### src/rtl/rx_dpll_pkg.sv
package rx_dpll_pkg;
    typedef enum logic [1:0] {
        ST_OFF    = 2'd0,
        ST_HUNT   = 2'd1,
        ST_LOCK   = 2'd2,
        ST_BYPASS = 2'd3
    } dpll_state_t;
endpackage

### src/rtl/dpll_tick_sel.sv
module dpll_tick_sel #(
    parameter int NSRC = 3,
    parameter int SELW = 2
) (
    input  logic [NSRC-1:0] int_tick,
    input  logic            ext_tick,
    input  logic [SELW-1:0] sel,
    output logic            tick
);
    localparam int NALL = NSRC + 1;

    logic [NALL-1:0] all_ticks;

    assign all_ticks = {ext_tick, int_tick};

    always_comb begin
        tick = 1'b0;
        for (int i = 0; i < NALL; i++) begin
            if (sel == SELW'(i)) tick = all_ticks[i];
        end
    end
endmodule

### src/rtl/dpll_phase.sv
module dpll_phase #(
    parameter int PH_W = 4,
    parameter int WIN  = 2
) (
    input  logic clk,
    input  logic rst_n,
    input  logic run,
    input  logic tick,
    input  logic line,
    input  logic manch,
    output logic cross_mid,
    output logic cross_smp,
    output logic acct,
    output logic acct_good,
    output logic acct_edge
);
    localparam int CELL = 1 << PH_W;
    localparam int HALF = CELL / 2;
    localparam int QTR3 = (3 * CELL) / 4;

    logic [PH_W-1:0] phase, exp_ph, dev;
    logic [PH_W:0]   nxt;
    logic [1:0]      step;
    logic line_q, corr_used, has_good, has_edge;
    logic edge_now, late, early, in_win, counted, corr_applied;
    logic cross_q3, cross_wrap;

    assign exp_ph   = manch ? PH_W'(HALF) : '0;
    assign dev      = phase - exp_ph;
    assign edge_now = run && tick && (line != line_q);
    assign late     = edge_now && !dev[PH_W-1] && (dev != '0);
    assign early    = edge_now && dev[PH_W-1] && (dev != PH_W'(HALF));
    assign in_win   = (dev <= PH_W'(WIN)) || (dev >= PH_W'(CELL - WIN));
    assign counted  = edge_now && (dev != PH_W'(HALF));
    assign corr_applied = (late || early) && !corr_used;

    always_comb begin
        if (!tick)                    step = 2'd0;
        else if (late && !corr_used)  step = 2'd0;
        else if (early && !corr_used) step = 2'd2;
        else                          step = 2'd1;
    end

    assign nxt        = {1'b0, phase} + (PH_W+1)'(step);
    assign cross_mid  = run && tick && ({1'b0, phase} < (PH_W+1)'(HALF)) && (nxt >= (PH_W+1)'(HALF));
    assign cross_q3   = run && tick && ({1'b0, phase} < (PH_W+1)'(QTR3)) && (nxt >= (PH_W+1)'(QTR3));
    assign cross_wrap = run && tick && nxt[PH_W];
    assign cross_smp  = manch ? cross_q3 : cross_mid;
    assign acct       = manch ? cross_wrap : cross_mid;
    assign acct_good  = has_good || (edge_now && in_win);
    assign acct_edge  = has_edge || counted;

    always_ff @(posedge clk or negedge rst_n) begin
        if (!rst_n) begin
            phase     <= '0;
            line_q    <= 1'b0;
            corr_used <= 1'b0;
            has_good  <= 1'b0;
            has_edge  <= 1'b0;
        end else begin
            if (tick) line_q <= line;
            if (!run) begin
                phase     <= '0;
                corr_used <= 1'b0;
                has_good  <= 1'b0;
                has_edge  <= 1'b0;
            end else begin
                phase <= nxt[PH_W-1:0];
                if (cross_wrap)        corr_used <= 1'b0;
                else if (corr_applied) corr_used <= 1'b1;
                if (acct) begin
                    has_good <= 1'b0;
                    has_edge <= 1'b0;
                end else begin
                    has_good <= acct_good;
                    has_edge <= acct_edge;
                end
            end
        end
    end

    // a tracked tick moves the phase by 0, 1 or 2 counts only
    p_step_bound_r5: assert property (@(posedge clk) disable iff (!rst_n)
        (run && tick) |=> (PH_W'(phase - $past(phase)) <= PH_W'(2)));

    // without a tick the phase does not move
    p_hold_no_tick_r3: assert property (@(posedge clk) disable iff (!rst_n)
        (run && !tick) |=> $stable(phase));
endmodule

### src/rtl/dpll_lock_fsm.sv
module dpll_lock_fsm
    import rx_dpll_pkg::*;
#(
    parameter int LOCK_CELLS = 8,
    parameter int LOSS_CELLS = 4
) (
    input  logic clk,
    input  logic rst_n,
    input  logic enable,
    input  logic bypass,
    input  logic tick,
    input  logic cross_smp,
    input  logic cross_mid,
    input  logic acct,
    input  logic acct_good,
    input  logic acct_edge,
    output logic run,
    output logic sample_stb,
    output logic mid_stb,
    output logic locked
);
    localparam int GW = $clog2(LOCK_CELLS + 1);
    localparam int MW = $clog2(LOSS_CELLS + 1);

    dpll_state_t   state_q, state_d;
    logic [GW-1:0] good_cnt;
    logic [MW-1:0] miss_cnt;
    logic          gain, loss, track_d;

    assign run     = (state_q == ST_HUNT) || (state_q == ST_LOCK);
    assign track_d = (state_d == ST_HUNT) || (state_d == ST_LOCK);
    assign gain    = acct && acct_good && (good_cnt == GW'(LOCK_CELLS - 1));
    assign loss    = acct && !acct_edge && (miss_cnt == MW'(LOSS_CELLS - 1));

    always_comb begin
        state_d = state_q;
        unique case (state_q)
            ST_OFF:    if (enable) state_d = bypass ? ST_BYPASS : ST_HUNT;
            ST_HUNT:   if (!enable) state_d = ST_OFF;
                       else if (bypass) state_d = ST_BYPASS;
                       else if (gain) state_d = ST_LOCK;
            ST_LOCK:   if (!enable) state_d = ST_OFF;
                       else if (bypass) state_d = ST_BYPASS;
                       else if (loss) state_d = ST_HUNT;
            ST_BYPASS: if (!enable) state_d = ST_OFF;
                       else if (!bypass) state_d = ST_HUNT;
        endcase
    end

    always_ff @(posedge clk or negedge rst_n) begin
        if (!rst_n) state_q <= ST_OFF;
        else        state_q <= state_d;
    end

    always_ff @(posedge clk or negedge rst_n) begin
        if (!rst_n) begin
            good_cnt <= '0;
            miss_cnt <= '0;
        end else if (!run || (state_d != state_q)) begin
            good_cnt <= '0;
            miss_cnt <= '0;
        end else if (acct) begin
            good_cnt <= acct_good ? ((good_cnt == GW'(LOCK_CELLS)) ? good_cnt : good_cnt + 1'b1) : '0;
            miss_cnt <= acct_edge ? '0 : ((miss_cnt == MW'(LOSS_CELLS)) ? miss_cnt : miss_cnt + 1'b1);
        end
    end

    always_ff @(posedge clk or negedge rst_n) begin
        if (!rst_n) begin
            sample_stb <= 1'b0;
            mid_stb    <= 1'b0;
            locked     <= 1'b0;
        end else begin
            sample_stb <= (state_d == ST_BYPASS) ? tick : (track_d && cross_smp);
            mid_stb    <= (state_d == ST_BYPASS) ? tick : (track_d && cross_mid);
            locked     <= (state_d == ST_LOCK) || (state_d == ST_BYPASS);
        end
    end

    // disabling silences every output from the next cycle
    p_quiet_when_off_r1: assert property (@(posedge clk) disable iff (!rst_n)
        !enable |=> (!sample_stb && !mid_stb && !locked));

    // tracked sample strobes never come in back-to-back cycles
    p_strobe_spacing_r4: assert property (@(posedge clk) disable iff (!rst_n)
        (sample_stb && state_q != ST_BYPASS) |=> (!sample_stb || state_q == ST_BYPASS));

    // lock is only won from hunting, on a good accounting cell
    p_lock_from_hunt_r7: assert property (@(posedge clk) disable iff (!rst_n)
        ($rose(locked) && state_q != ST_BYPASS) |-> ($past(state_q) == ST_HUNT && $past(acct && acct_good)));
endmodule

### src/rtl/rx_clock_recovery.sv
module rx_clock_recovery #(
    parameter int NSRC       = 3,
    parameter int SELW       = $clog2(NSRC + 1),
    parameter int PH_W       = 4,
    parameter int WIN        = 2,
    parameter int LOCK_CELLS = 8,
    parameter int LOSS_CELLS = 4
) (
    input  logic            clk,
    input  logic            rst_n,
    input  logic            enable,
    input  logic            manch_mode,
    input  logic            ext_x1,
    input  logic [SELW-1:0] src_sel,
    input  logic [NSRC-1:0] int_tick,
    input  logic            ext_tick,
    input  logic            rx_line,
    output logic            sample_stb,
    output logic            mid_stb,
    output logic            locked
);
    logic tick, run, bypass;
    logic cross_mid, cross_smp, acct, acct_good, acct_edge;

    assign bypass = ext_x1 && (src_sel == SELW'(NSRC));

    dpll_tick_sel #(.NSRC(NSRC), .SELW(SELW)) u_sel (
        .int_tick (int_tick),
        .ext_tick (ext_tick),
        .sel      (src_sel),
        .tick     (tick)
    );

    dpll_phase #(.PH_W(PH_W), .WIN(WIN)) u_phase (
        .clk       (clk),
        .rst_n     (rst_n),
        .run       (run),
        .tick      (tick),
        .line      (rx_line),
        .manch     (manch_mode),
        .cross_mid (cross_mid),
        .cross_smp (cross_smp),
        .acct      (acct),
        .acct_good (acct_good),
        .acct_edge (acct_edge)
    );

    dpll_lock_fsm #(.LOCK_CELLS(LOCK_CELLS), .LOSS_CELLS(LOSS_CELLS)) u_fsm (
        .clk        (clk),
        .rst_n      (rst_n),
        .enable     (enable),
        .bypass     (bypass),
        .tick       (tick),
        .cross_smp  (cross_smp),
        .cross_mid  (cross_mid),
        .acct       (acct),
        .acct_good  (acct_good),
        .acct_edge  (acct_edge),
        .run        (run),
        .sample_stb (sample_stb),
        .mid_stb    (mid_stb),
        .locked     (locked)
    );
endmodule

### config.mk
export PLATFORM = sky130hd
export DESIGN_NAME = rx_clock_recovery
export DESIGN_NICKNAME = d
export VERILOG_FILES = /design/src/rtl/rx_dpll_pkg.sv /design/src/rtl/dpll_tick_sel.sv /design/src/rtl/dpll_phase.sv /design/src/rtl/dpll_lock_fsm.sv /design/src/rtl/rx_clock_recovery.sv
export SDC_FILE = /design/constraint.sdc
export NUM_CORES = 1
export LEC_CHECK = 0
export ABC_CLOCK_PERIOD_IN_PS = 11800
export BUFFER_PORTS_ARGS = -buffer_cell sky130_fd_sc_hd__buf_4
export CAP_MARGIN = 10
export CORE_ASPECT_RATIO = 0.7
export CORE_MARGIN = 2
export CORE_UTILIZATION = 28
export DETAILED_ROUTE_END_ITERATION = 12
export HOLD_SLACK_MARGIN = 0.03
export PLACE_DENSITY = 0.51
export SYNTH_ARGS = -nofsm -noshare
export SYNTH_HDL_FRONTEND = slang
export SYNTH_SLANG_ARGS = --single-unit
### constraint.sdc
create_clock -name clk -period 11.8 [get_ports clk]
set_input_delay 2.36 -clock clk [delete_from_list [all_inputs] [get_ports clk]]
set_output_delay 2.36 -clock clk [all_outputs]
set_load 0.05 [all_outputs]
* Yosys cells after proc, flatten, opt, wreduce, memory -nomap -nowiden
Cells that the tools add are included.
** Operators by class
- Reduce and logical (&&, ||, !) cells :: 41
- Equality and inequality tests :: 19
- Magnitude comparators :: 6
- Divide/modulo/power cells :: 0
- $add $sub $neg :: 4
- Bitwise gates (word level) :: 0
- Muxes and demuxes :: 39
- $mul :: 0
- Shifts and indexed selects :: 0
** Operator list (number)
- 2-to-1 mux 2 bit :: 13
- 2-to-1 mux 4 bit :: 6
- logical AND 1 bit :: 23
- 2-to-1 mux 1 bit :: 15
- == test 2 bit (second input constant) :: 6
- 2-to-1 mux 3 bit :: 4
- >= comparator 5 x 4 -> 1 bit (second input constant) :: 2
- logical OR 1 bit :: 8
- less-than comparator 4 bit (second input constant) :: 2
- case mux 2 bit (4 select lines) :: 1
- == test 2 x 1 -> 1 bit (second input constant) :: 3
- != test 3 bit (second input constant) :: 2
- adder 4 x 2 -> 5 bit :: 1
- adder 4 x 1 -> 4 bit (second input constant) :: 1
- == test 4 x 3 -> 1 bit (second input constant) :: 1
- == test 4 bit (second input constant) :: 1
- >= comparator 4 bit (second input constant) :: 1
- <= comparator 4 x 2 -> 1 bit (second input constant) :: 1
- logical NOT 1 bit :: 4
- logical NOT 2 bit :: 2
- != test 4 bit (second input constant) :: 1
- AND reduction 2 bit :: 2
- nonzero test 4 bit :: 1
- subtractor 4 bit :: 1
- other kinds (7) :: 7
** Word-level totals
- Word-level logic and storage cells :: 120
- Input port bits :: 12
- Bits in latches :: 0
- Memories kept :: 0
- Memory bits (read-only) :: 0
- Output and inout bits :: 3
- Memory bits (writable) :: 0
- Flip-flop bits (word level) :: 20

* Depth between registers and ports, before layout
Gate-level depths: netlist (run 1).
- Word-level depth :: 27
- Depth in mapped cells :: 20
- Depth with buffers taken out :: 19

* Cells and area by module
From an unflattened synthesis (run 1), not the netlist that was laid out.
** Unflattened totals
- Cell total of the unflattened synthesis :: 163
- Area, all modules :: 1505.2 sq um
** By module, submodules not included
- dpll_lock_fsm :: instances 1, sequential area each 300.3 sq um, cells an instance 106, area each 943.4 sq um
- dpll_phase :: instances 1, sequential area each 200.2 sq um, cells an instance 55, area each 533.0 sq um
- dpll_tick_sel :: instances 1, sequential area each 0.0 sq um, cells an instance 1, area each 22.5 sq um
- rx_clock_recovery :: instances 1, sequential area each 0.0 sq um, cells an instance 1, area each 6.3 sq um

* Least setup slack after synthesis (run 1)
OpenSTA, ideal clock, no wires.
- Path kind :: in2reg
- Start :: input src_sel[0]
- End :: register u_fsm.mid_stb
- Buffers on the path :: 0
- Cell stages on the path :: 17
- Setup time :: 74 ps
- Data required time :: 11726 ps
- Arrival :: 5086 ps
- Setup slack :: 6640 ps
- Cell sequence :: mux2_2 -> o2bb2ai_1 -> nand2_1 -> nor3_1 -> nor2_1 -> ha_1 -> fa_1 -> nand4_1 -> o41ai_2 -> nand2_2 -> nor3_1 -> a31o_2 -> a21oi_1 -> ha_1 -> nor2b_1 -> a21oi_1 -> nor2_1
** On the way
- Longest elaborated chain between the ends :: 27
- Elaborated cells on any way between the ends :: 52
- Those cells by class :: 1 x add/sub; 1 x order compare; 6 x eq/ne; 20 x mux; 24 x reduce/logical
** Ends and longest elaborated chain
- start: declaration :: RTL line rx_clock_recovery.sv:14 : input logic [SELW-1:0] src_sel,
- logical NOT 2 bit :: RTL line dpll_tick_sel.sv:19 : if (sel == SELW'(i)) tick = all_ticks[i];
- 2-to-1 mux 1 bit (4 in a row) :: RTL line dpll_tick_sel.sv:19
- logical AND 1 bit :: RTL line dpll_phase.sv:30, dpll_phase.sv:45, dpll_phase.sv:47
- logical AND 1 bit :: RTL line dpll_phase.sv:30 : assign edge_now = run && tick && (line != line_q);
- logical AND 1 bit (2 in a row) :: RTL line dpll_phase.sv:32 : assign early = edge_now && dev[PH_W-1] && (dev != PH_W'(HALF));
- logical AND 1 bit :: RTL line dpll_phase.sv:40 : else if (early && !corr_used) step = 2'd2;
- 2-to-1 mux 2 bit :: RTL line dpll_phase.sv:40
- 2-to-1 mux 2 bit :: RTL line dpll_phase.sv:39 : else if (late && !corr_used) step = 2'd0;
- [... 8 more ...]
- 2-to-1 mux 2 bit, on equally long branches :: RTL line dpll_lock_fsm.sv:43, dpll_lock_fsm.sv:40
- 2-to-1 mux 2 bit, on equally long branches :: RTL line dpll_lock_fsm.sv:42, dpll_lock_fsm.sv:39
- case mux 2 bit (4 select lines) * :: RTL line dpll_lock_fsm.sv:37 : unique case (state_q)
- net u_fsm.state_d[1] :: RTL line dpll_lock_fsm.sv:25 : dpll_state_t state_q, state_d;
- == test 2 x 1 -> 1 bit / == test 2 bit (equally long branches) :: RTL line dpll_lock_fsm.sv:31 : assign track_d = (state_d == ST_HUNT) || (state_d == ST_LOCK);
- logical OR 1 bit :: RTL line dpll_lock_fsm.sv:31
- logical AND 1 bit :: RTL line dpll_lock_fsm.sv:75 : mid_stb <= (state_d == ST_BYPASS) ? tick : (track_d && cross_mid);
- 2-to-1 mux 1 bit * :: RTL line dpll_lock_fsm.sv:75
- end signal: assignment :: RTL line dpll_lock_fsm.sv:75
- end: declaration :: RTL line dpll_lock_fsm.sv:19 : output logic mid_stb,
The timed path passes the listed nets; every way through them passes the cells marked *.
A chain may end at the register's enable or synchronous reset.

* Worst setup path after layout (run 1)
Ends and elaborated chain as after synthesis.

==> key figures, run 1 <==
Outcome
  – Status: completed

Timing
  – Count of pins over their slew limit: 0
  – Tmin final: 5.63 ns
  – Hold Slack: 0.528 ns
  – Final Skew: 0.00769 ns
  – Final hold violations: 0
  – Peak Freq: 0.177 GHz
  – Final Cycle Share: 47.8%
  – Setup TNS: 0 ns
  – # setup viols final: 0
  – Relative slew slack: 60.9%
  – Worst slew pin tran: 0.580 ns
  – RSZ-0062 raised after global routing: no

Yosys
  – Avg Inst Size Synth: 9.12 um2
  – Ys Warns: 0
  – Top post-synthesis cells by count: 21 x nor2_1, 20 x dfrtp_1, 13 x ha_1
  – Post-synth top area share: 31.9%
  – EDFF count, synth: 0
  – Most used flip-flop cell after synthesis: dfrtp_1
  – Synth area leader: dfrtp_1
  – Syn Inst Count: 172
  – Register bit total from synthesis: 20
  – Synth Net Count: 198
  – Synthesized area: 0.00157 mm2
  – Async SR Flop Fraction: 100%
  – Cell with the most instances after synthesis: nor2_1
  – Sequential cell area fraction in the yosys report: 31.9%
  – Top cells by area, synth: dfrtp_1 32%, ha_1 10%, nor2_1 5.0%
  – Synth unique cells: 51

Die
  – Site Rows: 22
  – Core area: 0.00531 mm2
  – Die H: 66.6 um
  – Starting Density: 29.5%
  – I/O pins: 15
  – Die area: 0.00623 mm2
  – Die width: 93.5 um

Global routing
  – Total GRT Usage: 12.5%
  – Pin count of the biggest net entering global routing: 21
  – Grt peak-use layer: met1
  – First-pass GRT wire length: 6.11 mm
  – Vias in the first global route: 1234
  – Met1 GRT Util: 19.2%
  – Met3 usage: 3.39%
  – Met2 Resource Use GR: 18.0%
  – Initial antenna violation count: 0
  – GRT Residual Overflow: 0

Setup path
  – Worst EP required: 12.00 ns
  – CP max stage cell: fa_1
  – CP Data Arrival Time: 5.83 ns
  – R2R depth: 19
  – Largest fanout on the critical path: 13
  – CP Cell Sequence: buf_4 > mux2i_1 > o2bb2ai_1 > nand2_1 > nor3_1 > nor2_1 > ha_1 > fa_1 > nand4_1 > o41ai_2 > nand2_2 > nor3_1 > a31o_2 > a21oi_1 > ha_1 > nor2b_1 > a21oi_1 > nor2_1
  – Critical path class: in -> reg
  – Startpoint Class: primary input
  – Worst stage delay on the critical path: 0.46 ns
  – CP Capture Type: flip-flop

Place
  – Final weighted congestion in routability-driven placement: 0.818
  – Placed cell areas: 0.00172 mm2
  – DP HPWL: 2.76 mm
  – Dpl cells: 251
  – IO buf count: 14

CTS
  – Clock Tree Buf Depth: 2
  – CTS sink cnt: 20
  – TritonCTS clock tree: yes
  – CTS buffer count: 3
  – Post_cts resized: 0
  – CTS clk-pin slew, worst paths: 0.08 ns
  – Root Driver: clkbuf_8
  – Hold_buf cts: 0
  – Post-CTS setup buffers: 0
  – # H-tree levels: 1
  – Clk Latency, worst-skew pair: 0.26 ns

Pwr
  – Worst vdd ir: 0.0426 mV
  – Power per cell area: 129 mW/mm2
  – P_leak: 0.770 nW

Routing
  – Starting DRT DRC Count: 125
  – DRT Wirelength: 3.57 mm
  – Detailed Routing Iterations Pass 1: 4
  – Via count: 1298
  – DR WL/cell: 14.0 um
  – DRC: 0
  – Post-DRT Antenna Nets: 0
  – Vias per cell: 5.09

Flow run
  – Max cap viols: 0

Layout
  – Sequential standard cell area: 500 um2
  – Share of layout cells above drive strength 1: 17.5%
  – Antenna cells: 0
  – Fillers: 556
  – Area grow syn2layout: 14.3%
  – Finished Cell Area: 0.00179 mm2
  – Final #Nets: 210
  – Area of the multi-input gates: 996 um2
  – Final Instance Count excl. Fillers: 255

Hold path
  – Hold path cells: 1
  – Hold WC Path Type: reg -> reg
where the power goes:
group	switching (mW)	internal, mW
Sequential	0.00705	0.0735
Combinational	0.0504	0.0303
Clock	0.0243	0.0453
state kept, by name (all words and copies together), names as in the netlist, 2 cells and up:
signal	cells
u_fsm.miss_cnt	3
u_fsm.state_q	2
u_fsm.good_cnt	4
u_phase.phase	4
stage by stage:
step | power (mW) | worst slack, ns | util (%)
after CTS | 0.234 | 6.16 | 33.7
after detailed placement | 0.163 | 5.87 | 32.4
final | 0.231 | 6.17 | 33.7
after floorplan | 0.141 | 6.64 | -
after global routing | 0.249 | 5.78 | 33.7
after global placement | 0.165 | 5.87 | 32.4
final timing paths:
kind	startpoint	to	slack, ns
setup reg to reg	u_fsm.state_q[1]	u_fsm.mid_stb	7.16
setup / recovery	src_sel[0]	u_fsm.mid_stb	6.17
hold reg to reg	u_fsm.miss_cnt[0]	u_fsm.miss_cnt[0]	0.53
max in group asynchronous	rst_n	u_fsm.good_cnt[3]	9.60
hold / removal	u_fsm.miss_cnt[0]	u_fsm.miss_cnt[0]	0.53
min in group asynchronous	rst_n	u_phase.phase[1]	1.97
per-layer routing:
layer / up-vias / share of wire [%]
met5: - / 0
met4: 0 / 0
met3: 0 / 3.9
met2: 30 / 38
met1: 611 / 58
li1: 657 / -
layout by cell type, fill, tap and decap left out, types with 2 or more instances in the layout:
master     synthesis  final
a2111oi_0          2      2
a21o_1             5      5
a21oi_1           12     12
a22oi_1            2      2
a31o_2             2      2
a31oi_1            3      3
a32oi_1            2      2
and2_1             5      5
and3_1             2      2
buf_4              1     14
clkbuf_8           0      3
dfrtp_1           20     20
ha_1              13     13
inv_1              7      7
mux2_2             2      2
mux2i_1            2      2
nand2_1            9      9
nand2b_1           2      2
nand3_1            6      6
nand4_1            4      4
nor2_1            21     21
nor2b_1            6      6
nor3_1             5      5
nor4bb_1           2      2
o21a_1             2      2
o21ai_0            5      5
xor2_1             2      2
cell families (layout without fill, tap and decap cells):
group | Yosys count | in the layout | synth area share (%)
mux | 4 | 4 | 2.71
fa+ha+maj | 14 | 14 | 11.6
xor+xnor | 4 | 4 | 2.71
compound gates | 48 | 48 | 24.3
buf+inv | 15 | 26 | 4.63
simple gates | 67 | 67 | 22.1
flops | 20 | 20 | 31.9
critical path: cells and delay by family:
kind	cells	cell delay, ns
compound gates	5	1.07
fa+ha+maj	3	0.96
mux	1	0.13
buf+inv	1	0.13
simple gates	8	1.16
area by class of cell:
class	instances	area share, %
timing repair buffer	14	5.86
clock inverter	1	1.67
inverter	8	1.67
clock buffer	3	2.30
tap	72	5.02
sequential	20	27.9
multi-input combinational	137	55.5
Power figures use the tool's default switching activity.
==> run 2: changes to the inputs <==
Settings changed: ABC_AREA set to 1, ABC_CLOCK_PERIOD_IN_PS 11800 to 4900, PLACE_DENSITY 0.51 to 0.52.
Clock period 11.8 ns to 4.9 ns, I/O delays scaled along.
==> key figures, run 2 <==
Outcome
  – Status: completed

Routing
  – Detailed Routing Iterations Pass 1: 5 (+1)
  – DRC: 0 (unchanged)
  – Via count: 1321 (+1.8%)
  – Post-DRT Antenna Nets: 0 (unchanged)
  – Vias per cell: 4.43 (-13%)
  – DR WL/cell: 10.1 um (-27%)
  – Starting DRT DRC Count: 79 (-37%)
  – DRT Wirelength: 3.02 mm (-15%)

Global routing
  – Met3 usage: 2.62% (-0.77 points)
  – Met1 GRT Util: 17.0% (-2.2 points)
  – Initial antenna violation count: 0 (unchanged)
  – Pin count of the biggest net entering global routing: 21 (unchanged)
  – Total GRT Usage: 11.0% (-1.5 points)
  – Vias in the first global route: 1147 (-7.1%)
  – Grt peak-use layer: met1
  – Met2 Resource Use GR: 15.5% (-2.5 points)
  – First-pass GRT wire length: 5.36 mm (-12%)
  – GRT Residual Overflow: 0 (unchanged)

Yosys
  – Syn Inst Count: 211 (+23%)
  – Register bit total from synthesis: 20 (unchanged)
  – Avg Inst Size Synth: 7.23 um2 (-21%)
  – Top post-synthesis cells by count: 49 x nand2_1, 33 x inv_1, 20 x dfrtp_1
  – Sequential cell area fraction in the yosys report: 32.8% (+0.89 points)
  – Synth area leader: dfrtp_1
  – EDFF count, synth: 0 (unchanged)
  – Synthesized area: 0.00153 mm2 (-2.7%)
  – Most used flip-flop cell after synthesis: dfrtp_1
  – Top cells by area, synth: dfrtp_1 33%, nand2_1 12%, ha_1 11%
  – Synth Net Count: 237 (+20%)
  – Cell with the most instances after synthesis: nand2_1
  – Async SR Flop Fraction: 100% (unchanged)
  – Ys Warns: 0 (unchanged)
  – Post-synth top area share: 32.8% (+0.89 points)
  – Synth unique cells: 28 (-45%)

Layout
  – Final #Nets: 253 (+20%)
  – Most frequent cells in the layout: 49 x nand2_1, 33 x inv_1, 20 x dfrtp_1, 18 x nand3_1, 17 x nor2_1
  – Finished Cell Area: 0.00176 mm2 (-2.1%)
  – Antenna cells: 0 (unchanged)
  – Final Util: 33.4% (-0.36 points)
  – Share of layout cells above drive strength 1: 19.9% (+2.4 points)
  – Area grow syn2layout: 15.0%
  – Regs by FF count: u_fsm.good_cnt: 4 flops, u_phase.phase: 4 flops, u_fsm.miss_cnt: 3 flops
  – Commonest non-fill, non-tap cell in the layout: nand2_1

Setup path
  – Cell family with most CP delay: simple AND/OR/NAND/NOR gates
  – Worst flop-to-flop path endpoint: u_fsm.mid_stb
  – Crit path depth: 23 (+5)
  – Most frequent CP cell: nand2_1
  – R2R depth: 23 (+4)
  – Critical path capture point: u_fsm.mid_stb
  – CP Cell Sequence: inv_1 > ha_1 > nand4_1 > nor2_1 > nand2_1 > nand2_1 > nor2_1 > ha_1 > fa_1 > inv_1 > nor2_1 > nand4_1 > nand2_2 > nand3_1 > nand2_1 > nand3_1 > nand2_1 > nand2_1 > nand2_1 > inv_1 > ha_1 > or2_2 > o21ai_0
  – Reg2reg start: u_fsm.state_q[1]
  – Largest fanout on the critical path: 9 (-4)
  – Setup crit start: u_fsm.state_q[1]
  – FF-to-FF setup slack: 0.86 ns (-6.30 ns)
  – CP Data Arrival Time: 4.21 ns (-1.62 ns)
  – Buf/Inv on CP: 3 (+2)
  – CP Capture Type: flip-flop
  – CP max stage cell: ha_1
  – Critical path class: reg -> reg
  – Worst EP required: 5.07 ns (-6.93 ns)
  – Worst stage delay on the critical path: 0.53 ns (+0.07 ns)
  – Startpoint Class: flip-flop

Timing
  – Tmin final: 4.04 ns
  – RSZ-0062 raised after global routing: no
  – Hold Slack: 0.502 ns (-0.0264 ns)
  – Worst slew pin tran: 0.366 ns (-0.214 ns)
  – Final hold violations: 0 (unchanged)
  – Final Cycle Share: 82.5%
  – Peak Freq: 0.247 GHz
  – # setup viols final: 0 (unchanged)
  – Final worst slack: 0.856 ns (-5.31 ns)
  – Count of pins over their slew limit: 0 (unchanged)
  – Setup TNS: 0 ns (unchanged)
  – Final Skew: 0.00181 ns (-0.00589 ns)
  – Relative slew slack: 75.6% (+15 points)

Place
  – Placed cell areas: 0.00170 mm2 (-1.2%)
  – Placement Setup Slack: 0.604 ns (-5.26 ns)
  – DP HPWL: 2.39 mm (-13%)
  – IO buf count: 14 (unchanged)
  – Final weighted congestion in routability-driven placement: 0.824 (+0.73%)

Die
  – Die width: 92.3 um (-1.3%)
  – Core area: 0.00526 mm2 (-1.0%)
  – Site Rows: 22 (unchanged)
  – I/O pins: 15 (unchanged)
  – Die area: 0.00607 mm2 (-2.6%)
  – Starting Density: 29.0% (-0.50 points)
  – Die H: 65.8 um (-1.3%)

CTS
  – # H-tree levels: 1 (unchanged)
  – TritonCTS clock tree: yes
  – Hold_buf cts: 0 (unchanged)
  – Root Driver: clkbuf_8
  – CTS buffer count: 3 (unchanged)
  – Clk Latency, worst-skew pair: 0.25 ns (about the same)
  – Post_cts resized: 0 (unchanged)
  – Clock Tree Buf Depth: 2 (unchanged)
  – CTS sink cnt: 20 (unchanged)
  – CTS clk-pin slew, worst paths: 0.07 ns (about the same)
  – Post-CTS setup buffers: 0 (unchanged)

Pwr
  – Worst vdd ir: 0.188 mV (+340%)
  – P_leak: 0.896 nW (+16%)
  – Power per cell area: 424 mW/mm2 (+230%)

Flow run
  – Max cap viols: 0 (unchanged)

Hold path
  – Hold WC Path Type: reg -> reg
[run 2: cell count changes after synthesis, sizes merged, moves of 5 or more]
cell | before | now
nand2 | 10 | 54
inv | 8 | 40
nand3 | 6 | 20
a21oi | 12 | 6
nor2 | 21 | 27
nor2b | 6 | 0
a21o | 5 | 0
and2 | 5 | 0
o21ai | 5 | 10
[run 2: power by group]
part	total, mW	leakage [nW]	internal, mW	switching (mW)
sequential	0.229	0.271	0.198	0.0310
clock	0.123	0.0288	0.0714	0.0518
combinational	0.392	0.597	0.132	0.260
[run 2: layout make-up]
type	instances	area (um2)
well taps	72	90.1
flip-flops and latches	20	500
clock buffers	4	55.1
repair buffers	14	105
fillers	561	3500
multi-input cells	148	855
inverters	40	150
[run 2: through the flow]
stage                     total power, mW  instances
after floorplan                     0.534        211
after global placement              0.632        294
after detailed placement            0.625        294
after CTS                           0.756        298
after global routing                0.821        298
final                               0.745        298
[run 2: worst min-delay path by stage]
stage | slack [ns] | from | depth (start not counted) | to
after floorplan | 0.47 | u_phase.line_q | 2 | u_phase.line_q
after global placement | 0.49 | u_phase.line_q | 2 | u_phase.line_q
after detailed placement | 0.49 | u_phase.line_q | 2 | u_phase.line_q
after CTS | 0.51 | u_phase.line_q | 2 | u_phase.line_q
after global routing | 0.57 | u_phase.line_q | 2 | u_phase.line_q
final | 0.50 | u_phase.line_q | 2 | u_phase.line_q
[run 2: cell families (layout without fill, tap and decap cells)]
logic type	count (synthesis)	after routing	share of synthesized area (%)
flops	20	20	32.8
simple gates	108	108	33.7
fa+ha+maj	14	14	12.0
compound gates	22	22	8.03
buf+inv	43	58	11.2
xor+xnor	4	4	2.30
[run 2: routing by layer]
layer | routed length [um] | up-vias | share of wire, %
met2 | 1200 | 28 | 40
li1 | - | 692 | -
met4 | 19 | 0 | 0.63
met3 | 106 | 2 | 3.5
met5 | 0 | - | 0
met1 | 1690 | 599 | 56
[run 2: worst reg2reg max path: stages, from the launching register on]
cell,delay (ns)
dfrtp_1,0.47
inv_1,0.14
ha_1,0.53
nand4_1,0.20
nor2_1,0.12
nand2_1,0.09
nand2_1,0.08
nor2_1,0.05
ha_1,0.22
fa_1,0.40
inv_1,0.09
nor2_1,0.06
nand4_1,0.12
nand2_2,0.10
nand3_1,0.14
nand2_1,0.07
nand3_1,0.08
nand2_1,0.06
nand2_1,0.07
nand2_1,0.06
inv_1,0.10
ha_1,0.23
or2_2,0.30
o21ai_0,0.19
